### src/rtl/ssr_pkg.sv
package ssr_pkg;

   localparam int WORD_W  = 32;
   localparam int ORG_LSB = 6;

   localparam logic [WORD_W-1:0] ORG_MASK   = 32'hFFFF_FFC0;
   localparam logic [WORD_W-1:0] SUBORG_MSK = 32'h7FFF_FFC0;

   localparam logic [7:0] XC_NONE = 8'h00;
   localparam logic [7:0] XC_ADDR = 8'h05;
   localparam logic [7:0] XC_AVAL = 8'h2B;
   localparam logic [7:0] XC_ASEQ = 8'h2C;

   typedef enum logic [3:0] {
      S_IDLE, S_EVAL,
      S_D0, S_D1, S_D3,
      S_CHKA,
      S_A0, S_A2, S_A3, S_A5
   } ssr_state_e;

endpackage

### src/rtl/ssr_prefix_map.sv
module ssr_prefix_map #(
   parameter int AW        = 32,
   parameter int PAGE_BITS = 12
) (
   input  logic [AW-1:0] addr_in,
   input  logic [AW-1:0] prefix,
   output logic [AW-1:0] addr_out
);
   localparam int HI_W = AW - PAGE_BITS;

   logic [HI_W-1:0]      pg_in;
   logic [HI_W-1:0]      pg_pfx;
   logic [PAGE_BITS-1:0] offs;
   logic [PAGE_BITS-1:0] unused_pfx_low;

   assign pg_in          = addr_in[AW-1:PAGE_BITS];
   assign offs           = addr_in[PAGE_BITS-1:0];
   assign pg_pfx         = prefix[AW-1:PAGE_BITS];
   assign unused_pfx_low = prefix[PAGE_BITS-1:0];

   always_comb begin
      if (pg_in == '0)
         addr_out = {pg_pfx, offs};
      else if (pg_in == pg_pfx)
         addr_out = {{HI_W{1'b0}}, offs};
      else
         addr_out = addr_in;
   end
endmodule

### src/rtl/ssr_word_reader.sv
module ssr_word_reader #(
   parameter int AW = 32
) (
   input  logic          clk,
   input  logic          rst_n,
   input  logic          go,
   input  logic [AW-1:0] go_addr,
   output logic          mem_req,
   output logic [AW-1:0] mem_addr,
   input  logic          mem_ack,
   input  logic [31:0]   mem_rdata,
   output logic          rd_valid,
   output logic [31:0]   rd_data
);
   always_ff @(posedge clk or negedge rst_n) begin
      if (!rst_n) begin
         mem_req  <= 1'b0;
         mem_addr <= '0;
         rd_valid <= 1'b0;
         rd_data  <= '0;
      end else begin
         rd_valid <= 1'b0;
         if (mem_req && mem_ack) begin
            mem_req  <= 1'b0;
            rd_data  <= mem_rdata;
            rd_valid <= 1'b1;
         end else if (go && !mem_req) begin
            mem_req  <= 1'b1;
            mem_addr <= go_addr;
         end
      end
   end

   // request and address held until acknowledged
   p_req_hold_r9: assert property (@(posedge clk) disable iff (!rst_n)
      (mem_req && !mem_ack) |=> (mem_req && $stable(mem_addr)));

   // a new read is never requested while one is outstanding
   p_one_out_r9: assert property (@(posedge clk) disable iff (!rst_n)
      go |-> !mem_req);

   p_ack_valid_r9: assert property (@(posedge clk) disable iff (!rst_n)
      (mem_req && mem_ack) |=> (rd_valid && !mem_req));
endmodule

### src/rtl/ssr_desig_merge.sv
module ssr_desig_merge #(
   parameter int DESW    = 32,
   parameter bit WIDE    = 1'b0,
   parameter int SSE_POS = 7,
   parameter int SAE_POS = 0
) (
   input  logic [DESW-1:0] orig,
   input  logic [31:0]     w_hi,
   input  logic [31:0]     w_lo,
   input  logic            inval,
   input  logic [31:0]     seq_got,
   input  logic [31:0]     seq_ref,
   output logic [DESW-1:0] result,
   output logic [7:0]      code
);
   import ssr_pkg::*;

   localparam logic [DESW-1:0] KEEP =
      (DESW'(1) << SSE_POS) | (DESW'(1) << SAE_POS);

   logic [DESW-1:0] ast;

   generate
      if (WIDE) begin : g_wide
         assign ast = {w_hi, w_lo};
      end else begin : g_narrow
         logic unused_lo;
         assign ast       = w_hi;
         assign unused_lo = ^w_lo;
      end
   endgenerate

   always_comb begin
      if (inval) begin
         result = '0;
         code   = XC_AVAL;
      end else if (seq_got != seq_ref) begin
         result = '0;
         code   = XC_ASEQ;
      end else begin
         result = (ast & ~KEEP) | (orig & KEEP);
         code   = XC_NONE;
      end
   end
endmodule

### src/rtl/subspace_replacer.sv
module subspace_replacer #(
   parameter int AW        = 32,
   parameter int PAGE_BITS = 12,
   parameter bit WIDE      = 1'b0,
   parameter int SSG_POS   = 9,
   parameter int SSE_POS   = 7,
   parameter int SAE_POS   = 0,
   localparam int DESW     = WIDE ? 64 : 32
) (
   input  logic            clk,
   input  logic            rst_n,
   input  logic            start,
   input  logic            asf_en,
   input  logic [31:0]     ctl_duct,
   input  logic [AW-1:0]   aste_org,
   input  logic [DESW-1:0] desig_in,
   input  logic [AW-1:0]   prefix,
   input  logic [AW-1:0]   stor_limit,
   output logic            mem_req,
   output logic [AW-1:0]   mem_addr,
   input  logic            mem_ack,
   input  logic [31:0]     mem_rdata,
   output logic [DESW-1:0] desig_out,
   output logic [7:0]      exc_code,
   output logic            done
);
   import ssr_pkg::*;

   generate
      if (AW > 32 || AW <= PAGE_BITS + ORG_LSB) begin : g_bad_aw
         initial $fatal(1, "subspace_replacer: AW out of range");
      end
      if (SSG_POS >= DESW || SSE_POS >= DESW || SAE_POS >= DESW) begin : g_bad_pos
         initial $fatal(1, "subspace_replacer: bit position out of range");
      end
      if (SSE_POS == SAE_POS) begin : g_bad_evt
         initial $fatal(1, "subspace_replacer: event bits must differ");
      end
   endgenerate

   ssr_state_e      state_q;
   logic [DESW-1:0] orig_q;
   logic [AW-1:0]   aste_q, pfx_q, lim_q, duct_q, ssa_q;
   logic [31:0]     ctl_q, w0_q, w1_q, w3_q, a2_q, a3_q;
   logic            asf_q, a0_inv_q, pend_q;
   logic [DESW-1:0] res_q;
   logic [7:0]      exc_q;
   logic            done_q;

   logic [AW-1:0]   duct_raw, duct_pfx, ssa_raw, ssa_pfx;
   logic            bypass, aste_match;
   logic            is_rd, go;
   logic [AW-1:0]   rd_base, go_addr;
   logic [4:0]      rd_off;
   logic            rd_valid;
   logic [31:0]     rd_data;
   logic [DESW-1:0] mg_res;
   logic [7:0]      mg_code;

   assign duct_raw   = AW'(ctl_q & ORG_MASK);
   assign ssa_raw    = AW'(w1_q & SUBORG_MSK);
   assign bypass     = !asf_q || !orig_q[SSG_POS];
   assign aste_match = (aste_q == AW'(w0_q & ORG_MASK));

   ssr_prefix_map #(.AW(AW), .PAGE_BITS(PAGE_BITS)) u_pfx_duct (
      .addr_in(duct_raw), .prefix(pfx_q), .addr_out(duct_pfx));

   ssr_prefix_map #(.AW(AW), .PAGE_BITS(PAGE_BITS)) u_pfx_aste (
      .addr_in(ssa_raw), .prefix(pfx_q), .addr_out(ssa_pfx));

   always_comb begin
      is_rd  = 1'b1;
      rd_off = 5'd0;
      case (state_q)
         S_D0: rd_off = 5'd0;
         S_D1: rd_off = 5'd4;
         S_D3: rd_off = 5'd12;
         S_A0: rd_off = 5'd0;
         S_A2: rd_off = 5'd8;
         S_A3: rd_off = 5'd12;
         S_A5: rd_off = 5'd20;
         default: is_rd = 1'b0;
      endcase
   end

   assign rd_base = (state_q inside {S_D0, S_D1, S_D3}) ? duct_q : ssa_q;
   assign go_addr = rd_base + AW'(rd_off);
   assign go      = is_rd && !pend_q;

   ssr_word_reader #(.AW(AW)) u_reader (
      .clk(clk), .rst_n(rst_n), .go(go), .go_addr(go_addr),
      .mem_req(mem_req), .mem_addr(mem_addr), .mem_ack(mem_ack),
      .mem_rdata(mem_rdata), .rd_valid(rd_valid), .rd_data(rd_data));

   ssr_desig_merge #(.DESW(DESW), .WIDE(WIDE), .SSE_POS(SSE_POS),
                     .SAE_POS(SAE_POS)) u_merge (
      .orig(orig_q), .w_hi(a2_q), .w_lo(a3_q), .inval(a0_inv_q),
      .seq_got(rd_data), .seq_ref(w3_q), .result(mg_res), .code(mg_code));

   always_ff @(posedge clk or negedge rst_n) begin
      if (!rst_n) begin
         state_q  <= S_IDLE;
         orig_q   <= '0;
         aste_q   <= '0;
         pfx_q    <= '0;
         lim_q    <= '0;
         duct_q   <= '0;
         ssa_q    <= '0;
         ctl_q    <= '0;
         w0_q     <= '0;
         w1_q     <= '0;
         w3_q     <= '0;
         a2_q     <= '0;
         a3_q     <= '0;
         asf_q    <= 1'b0;
         a0_inv_q <= 1'b0;
         pend_q   <= 1'b0;
         res_q    <= '0;
         exc_q    <= XC_NONE;
         done_q   <= 1'b0;
      end else begin
         done_q <= 1'b0;
         if (go)
            pend_q <= 1'b1;
         else if (rd_valid)
            pend_q <= 1'b0;

         case (state_q)
            S_IDLE: begin
               if (start) begin
                  orig_q  <= desig_in;
                  asf_q   <= asf_en;
                  ctl_q   <= ctl_duct;
                  aste_q  <= aste_org;
                  pfx_q   <= prefix;
                  lim_q   <= stor_limit;
                  exc_q   <= XC_NONE;
                  state_q <= S_EVAL;
               end
            end
            S_EVAL: begin
               if (bypass) begin
                  res_q   <= orig_q;
                  done_q  <= 1'b1;
                  state_q <= S_IDLE;
               end else if (duct_pfx > lim_q) begin
                  res_q   <= '0;
                  exc_q   <= XC_ADDR;
                  done_q  <= 1'b1;
                  state_q <= S_IDLE;
               end else begin
                  duct_q  <= duct_pfx;
                  state_q <= S_D0;
               end
            end
            S_D0: if (rd_valid) begin
               w0_q    <= rd_data;
               state_q <= S_D1;
            end
            S_D1: if (rd_valid) begin
               w1_q    <= rd_data;
               state_q <= S_D3;
            end
            S_D3: if (rd_valid) begin
               w3_q <= rd_data;
               if (!w1_q[31] || !aste_match) begin
                  res_q   <= orig_q;
                  done_q  <= 1'b1;
                  state_q <= S_IDLE;
               end else begin
                  state_q <= S_CHKA;
               end
            end
            S_CHKA: begin
               if (ssa_pfx > lim_q) begin
                  res_q   <= '0;
                  exc_q   <= XC_ADDR;
                  done_q  <= 1'b1;
                  state_q <= S_IDLE;
               end else begin
                  ssa_q   <= ssa_pfx;
                  state_q <= S_A0;
               end
            end
            S_A0: if (rd_valid) begin
               a0_inv_q <= rd_data[31];
               state_q  <= S_A2;
            end
            S_A2: if (rd_valid) begin
               a2_q    <= rd_data;
               state_q <= WIDE ? S_A3 : S_A5;
            end
            S_A3: if (rd_valid) begin
               a3_q    <= rd_data;
               state_q <= S_A5;
            end
            S_A5: if (rd_valid) begin
               res_q   <= mg_res;
               exc_q   <= mg_code;
               done_q  <= 1'b1;
               state_q <= S_IDLE;
            end
            default: state_q <= S_IDLE;
         endcase
      end
   end

   assign desig_out = res_q;
   assign exc_code  = exc_q;
   assign done      = done_q;

   // completion strobe lasts a single cycle
   p_done_pulse_r11: assert property (@(posedge clk) disable iff (!rst_n)
      done |=> !done);

   // any exception returns a zero designator
   p_exc_zero_r5: assert property (@(posedge clk) disable iff (!rst_n)
      (done && exc_code != XC_NONE) |-> (desig_out == '0));

   // code cleared as soon as an operation is accepted
   p_start_clear_r8: assert property (@(posedge clk) disable iff (!rst_n)
      (state_q == S_IDLE && start) |=> (exc_code == XC_NONE));

   // bypass finishes without touching memory
   p_bypass_noreq_r1: assert property (@(posedge clk) disable iff (!rst_n)
      (state_q == S_EVAL && bypass) |=> (done && !mem_req));

   // results hold while idle
   p_hold_r12: assert property (@(posedge clk) disable iff (!rst_n)
      (state_q == S_IDLE && !start && !done) |=>
         ($stable(desig_out) && $stable(exc_code)));
endmodule

### config.mk
export PLATFORM = sky130hd
export DESIGN_NAME = subspace_replacer
export DESIGN_NICKNAME = d
export VERILOG_FILES = /design/src/rtl/ssr_pkg.sv /design/src/rtl/ssr_prefix_map.sv /design/src/rtl/ssr_word_reader.sv /design/src/rtl/ssr_desig_merge.sv /design/src/rtl/subspace_replacer.sv
export SDC_FILE = /design/constraint.sdc
export NUM_CORES = 1
export LEC_CHECK = 0
export BUFFER_PORTS_ARGS = -buffer_cell sky130_fd_sc_hd__buf_2
export CORE_MARGIN = 4
export CORE_UTILIZATION = 54
export CTS_CLUSTER_DIAMETER = 120
export DETAILED_ROUTE_END_ITERATION = 8
export GPL_TIMING_DRIVEN = 0
export PLACE_DENSITY = 0.75
export SLEW_MARGIN = 40
export SYNTH_ARGS = -nofsm -noshare
export SYNTH_HDL_FRONTEND = slang
export SYNTH_HIERARCHICAL = 1
export SYNTH_SLANG_ARGS = --single-unit
export TNS_END_PERCENT = 20
### constraint.sdc
create_clock -name clk -period 4.5 [get_ports clk]
set_clock_uncertainty 0.1 [all_clocks]
set_input_delay 0.9 -clock clk [delete_from_list [all_inputs] [get_ports clk]]
set_output_delay 0.9 -clock clk [all_outputs]
set_load 0.01 [all_outputs]
Word level (Yosys, flattened, before mapping) --
Cells that the tools add are included. W data, S select, Z words.
Operators by class: bitwise operators 5, equality and inequality tests 25, add/subtract/negate cells 1, reduce and logical (&&, ||, !) cells 34, muxes and demuxes 48, order comparisons 2
Operators by type and width (count):
- $mux W32 | 12
- $pmux W32 S4 | 1
- $gt A32 B32 Y1 | 2
- $logic_not A20 Y1 | 2
- $mux W8 | 5
- $pmux W4 S9 | 1
- $add A32 B5 Y32 | 1
- $eq A32 B32 Y1 | 1
- $ne A32 B32 Y1 | 1
- $or A32 B8 Y32 | 1
- $pmux W8 S4 | 1
- $mux W31 | 1
- $mux W4 | 7
- $eq A19 B20 Y1 | 1
- $eq A20 B20 Y1 | 1
- $pmux W5 S4 | 1
- $eq A4 B3 Y1 const B | 4
- $reduce_and A2 Y1 | 8
- $ne A2 B1 Y1 const B | 7
- $mux W1 | 12
- $mux W6 | 2
- $reduce_and A6 Y1 | 2
- $eq A4 B2 Y1 const B | 2
- $eq A4 B4 Y1 const B | 2
- 18 further kinds | 37
Word-level totals: output and inout port bits 74, input bits 197, flip-flop bits (word level) 466, word-level logic and storage cells 137

Depth between registers and ports, before layout --
depth after elaboration 7, depth in mapped cells 20, depth with buffers taken out 14

Modules after synthesis --
The synthesis kept the hierarchy.
By module, submodules not included:
- subspace_replacer | seq. area each 10359.9 µm², area each 19117.1 µm², instances 1, cells an instance 1422
- ssr_word_reader | seq. area each 1651.6 µm², area each 2613.8 µm², instances 1, cells an instance 142
- ssr_prefix_map | seq. area each 0.0 µm², area each 957.2 µm², instances 2, cells an instance 133
- ssr_desig_merge | seq. area each 0.0 µm², area each 992.2 µm², instances 1, cells an instance 125

Worst setup path after synthesis --
Ideal clock, no wire load.
kind register -> register, start point register state_q[0], end point register u_reader.mem_addr[24], cell stages (with the launch flop) 20, data required time 4.275 ns, buffers on the path 5, setup time 0.125 ns, data arrival time 4.095 ns, period minus slack after synthesis 4.320 ns, path slack 0.180 ns, path through dfrtp_1 > o21a_1 > nor3_1 > buf_2 > buf_1 > clkbuf_1 > nand2_1 > nand2_1 > ha_1 > inv_1 > fa_1 > inv_1 > a21oi_1 > or3b_1 > buf_2 > buf_6 > nor4_4 > xnor2_1 > mux2i_1 > mux2_4
Between the ends: elaborated cells on any way between the ends 17, classes of those cells add/sub: 1; eq/ne: 7; mux: 3; reduce/logical: 6
RTL lines:
- start: declaration | RTL line subspace_replacer.sv:41 | ssr_state_e state_q;
- start signal: assignment | RTL line subspace_replacer.sv:191 | state_q <= WIDE ? S_A3 : S_A5;
- $eq A4 B3 Y1, or another cell as far along | RTL line subspace_replacer.sv:74, subspace_replacer.sv:86
- $reduce_or A2 Y1 (no line) or $reduce_bool A3 Y1 (tied branches)
- $pmux W5 S4 or $mux W32 (tied branches) | RTL line subspace_replacer.sv:74, subspace_replacer.sv:86
- $add A32 B5 Y32 * | RTL line subspace_replacer.sv:87 | assign go_addr = rd_base + AW'(rd_off);
- net go_addr[24] | RTL line subspace_replacer.sv:53 | logic [AW-1:0] rd_base, go_addr;
- end signal: assignment | RTL line ssr_word_reader.sv:29 | mem_addr <= go_addr;
- end: declaration | RTL line ssr_word_reader.sv:9 | output logic [AW-1:0] mem_addr,
Mark *: on every way through the listed nets, which the timed path passes. The rest lies on a longest branch. A chain may end at the register's enable or synchronous reset.

Worst setup path after layout --
start point register ctl_q[12], end point register res_q[16] (netlist: desig_out[16])
Between the ends: longest elaborated chain between the ends 6, elaborated cells on any way between the ends 7, classes of those cells order compare: 1; eq/ne: 2; mux: 2; reduce/logical: 2
Ends and longest elaborated chain:
- start: declaration | RTL line subspace_replacer.sv:44 | logic [31:0] ctl_q, w0_q, w1_q, w3_q, a2_q, a3_q;
- start signal: assignment | RTL line subspace_replacer.sv:133 | ctl_q <= ctl_duct;
- $eq A20 B20 Y1 | RTL line ssr_prefix_map.sv:24 | else if (pg_in == pg_pfx)
- $mux W32 | RTL line ssr_prefix_map.sv:24
- $mux W32 * | RTL line ssr_prefix_map.sv:22 | if (pg_in == '0)
- net duct_pfx[27] | RTL line subspace_replacer.sv:50 | logic [AW-1:0] duct_raw, duct_pfx, ssa_raw, ssa_pfx;
- $gt A32 B32 Y1 * | RTL line subspace_replacer.sv:146 | end else if (duct_pfx > lim_q) begin
- $ne A3 B3 Y1 (no line) *
- $reduce_and A6 Y1 (no line) *
- end signal: assignment | RTL line subspace_replacer.sv:143 | res_q <= orig_q;
- end signal: assignment | RTL line subspace_replacer.sv:167 | res_q <= orig_q;
- end signal: assignment | RTL line subspace_replacer.sv:198 | res_q <= mg_res;
- end: declaration | RTL line subspace_replacer.sv:46 | logic [DESW-1:0] res_q;
Marked as above.

==> flow_metrics.env <==
export IMPL_outcome="completed"
export IMPL_ios=271
export IMPL_antenna_found_initial=3
export IMPL_worstPathArrival_ns=4.77
export IMPL_swShare_pct=37.7
export IMPL_start_util_pct=54.7
export IMPL_gp_congestion=0.917
export IMPL_ant_nets=0
export IMPL_grt_usage_pct=25.6
export IMPL_min_path_type="input pin to asynchronous set/reset pin"
export IMPL_numCtsBuffers=47
export IMPL_grtUsageMet3_pct=4.15
export IMPL_max_freq_ghz=0.226
export IMPL_syn_inst=1859
export IMPL_required_ns=4.85
export IMPL_route_vias_total=15700
export IMPL_die_area_sq_um=45900
export IMPL_coreArea_sq_um=41900
export IMPL_grt_remaining_overflow=0
export IMPL_critPathMaxFanout=10
export IMPL_cts_max_level=2
export IMPL_wl_per_cell_um=21.4
export IMPL_cap_violations=0
export IMPL_p_switching_uw=7240
export IMPL_final_common_cell="dfrtp_1"
export IMPL_cts_sinks=434
export IMPL_grt_pass1_vias=16400
export IMPL_place_hpwl_um=45700
export IMPL_grt_start_max_net_pins=76
export IMPL_seq_power_share_pct=38.9
export IMPL_wirelength_um=59100
export IMPL_mostFrequentLayoutCells="427 x dfrtp_1, 379 x mux2_2, 257 x buf_2, 163 x inv_1, 94 x xnor2_1"
export IMPL_tns_ns=0
export IMPL_peakVddDrop_mv=0.419
export IMPL_nets=2449
export IMPL_crit_chain="xnor2_1, nand4_1, nor3_2, buf_6, o221ai_2, ha_1, nand4_1, or4_4, or3_1, o21a_1, o31ai_1, o211ai_4, buf_6, mux2_1"
export IMPL_clkPwrFrac_pct=20.6
export IMPL_critPathSlowestCell="or4_4"
export IMPL_setup_viol_count_final=0
export IMPL_place_ws_ns=-0.801
export IMPL_yosys_warnings=6
export IMPL_netlist_area_sq_um=23000
export IMPL_path_class="flip-flop to flip-flop"
export IMPL_io_buffers=252
export IMPL_use_met1_pct=35.3
export IMPL_n_fill_cell=3227
export IMPL_drt_iter0_drc=1157
export IMPL_cp_end_kind="flip-flop"
export IMPL_layout_drive_gt1_share_pct=42.0
export IMPL_rows=75
export IMPL_p_leak_uw=0.0125
export IMPL_powerDensity_nw_per_um2=714
export IMPL_cts_root_buf="clkbuf_16"
export IMPL_tritoncts="yes"
export IMPL_die_w_um=214
export IMPL_max_stage_delay_ns=0.61
export IMPL_area_growth_pct=17.2
export IMPL_grt_pass1_wl_um=93300
export IMPL_drc=0
export IMPL_internal_power_uw=12000
export IMPL_holdBufCountCts=0
export IMPL_final_hold_viol_count=0
export IMPL_drt_pass1_iter_count=5
export IMPL_slew_headroom_pct=45.9
export IMPL_clkLatencyLatePin_ns=0.58
export IMPL_grt_met2_usage_pct=42.7
export IMPL_grt_busiest_layer="met2"
export IMPL_clkTransAtPathRegs_ns=0.06
export IMPL_pwr_share_comb_pct=40.5
export IMPL_viasPerCell=5.68
export IMPL_finalWorstSetupSlack_ns=0.0829
export IMPL_min_period_ns=4.42
export IMPL_worstMarginPinSlew_ns=0.812
export IMPL_finalCritPeriodShare_pct=98.2
export IMPL_syn_area_per_cell_sq_um=12.3
export IMPL_crit_path_start_kind="flip-flop"
export IMPL_drv_slew=0
export IMPL_clock_path_buffers=3
export IMPL_die_h_um=214
==> power groups by stage <==
stage	Clock [uW]	Combinational (uW)	Sequential (uW)
after floorplan	0	5650	6840
after global placement	0	7330	7390
after detailed placement	0	7620	7480
final	3970	7770	7470
after CTS	4060	7690	7430
after global routing	4210	8530	7690
==> state kept, by name, indices dropped and copies added (netlist names) <==
signal,count
a0_inv_q,1
a2_q,30
asf_q,1
aste_q,32
ctl_q,26
desig_out,32
done,1
duct_q,32
exc_code,8
lim_q,32
orig_q,32
pend_q,1
pfx_q,20
ssa_q,32
state_q,4
u_reader/mem_addr,32
u_reader/mem_req,1
u_reader/rd_data,32
u_reader/rd_valid,1
w0_q,26
w1_q,26
w3_q,32
==> timing repair <==
| item | CTS | global route |
|---|---|---|
| gates resized for setup | 13 | 43 |
| setup buffers | 1 | 3 |
| setup endpoints to repair | 105 | 108 |
| gates cloned | 0 | 0 |
| pin swaps | 1 | 3 |
==> final timing paths <==
check / end / depth (start not counted) / slack, ns / start
worst max register to register: desig_out[16]$_DFFE_PN0P_ / 14 / 0.08 / ctl_q[12]$_DFFE_PN0P_
max in group asynchronous: orig_q[16]$_DFFE_PN0P_ / 3 / 3.02 / rst_n
min in group clk: pend_q$_DFFE_PN0P_ / 1 / 0.38 / pend_q$_DFFE_PN0P_
worst min register to register: pend_q$_DFFE_PN0P_ / 1 / 0.38 / pend_q$_DFFE_PN0P_
worst max-delay path: desig_out[16]$_DFFE_PN0P_ / 14 / 0.08 / ctl_q[12]$_DFFE_PN0P_
worst min-delay path: lim_q[22]$_DFFE_PN0P_ / 1 / 0.15 / rst_n
==> metrics by stage <==
step	total power, uW	std cells	hold slack (ns)	cell area, sq um	utilization [%]
after floorplan	12500	1876	0.352	23000	-
after global placement	14700	2667	0.363	25000	59.5
after detailed placement	15100	2673	0.369	25100	59.9
after CTS	19200	2753	0.137	26800	63.8
after global routing	20400	2756	0.161	26900	64.1
final	19200	2757	0.146	26900	64.1
==> area by class of cell <==
cell class | instances | area, sq um | share of cell area, %
Inverter | 164 | 616 | 2.29
Sequential cell | 434 | 10900 | 40.4
Timing Repair Buffer | 262 | 1460 | 5.42
Tap cell | 539 | 674 | 2.51
Buffer | 118 | 798 | 2.97
Antenna cell | 2 | 5.00 | 0.0186
Clock inverter | 17 | 250 | 0.930
Multi-Input combinational cell | 1157 | 10900 | 40.5
Clock buffer | 64 | 1350 | 5.02
==> critical path, delay by kind of cell (launching register included) <==
kind / cells / cell delay [ns]
simple gates: 5 / 1.63
fa+ha+maj: 1 / 0.36
buf+inv: 2 / 0.44
compound gates: 4 / 0.73
flops: 1 / 0.50
mux: 1 / 0.31
xor+xnor: 1 / 0.20
==> metal layers <==
layer	routed length (um)	part of all wire (%)
met1	26100	44
met2	28500	48
met5	10	0.017
met4	1340	2.3
met3	3050	5.2
Note: power is estimated with default switching activity, not from simulation.
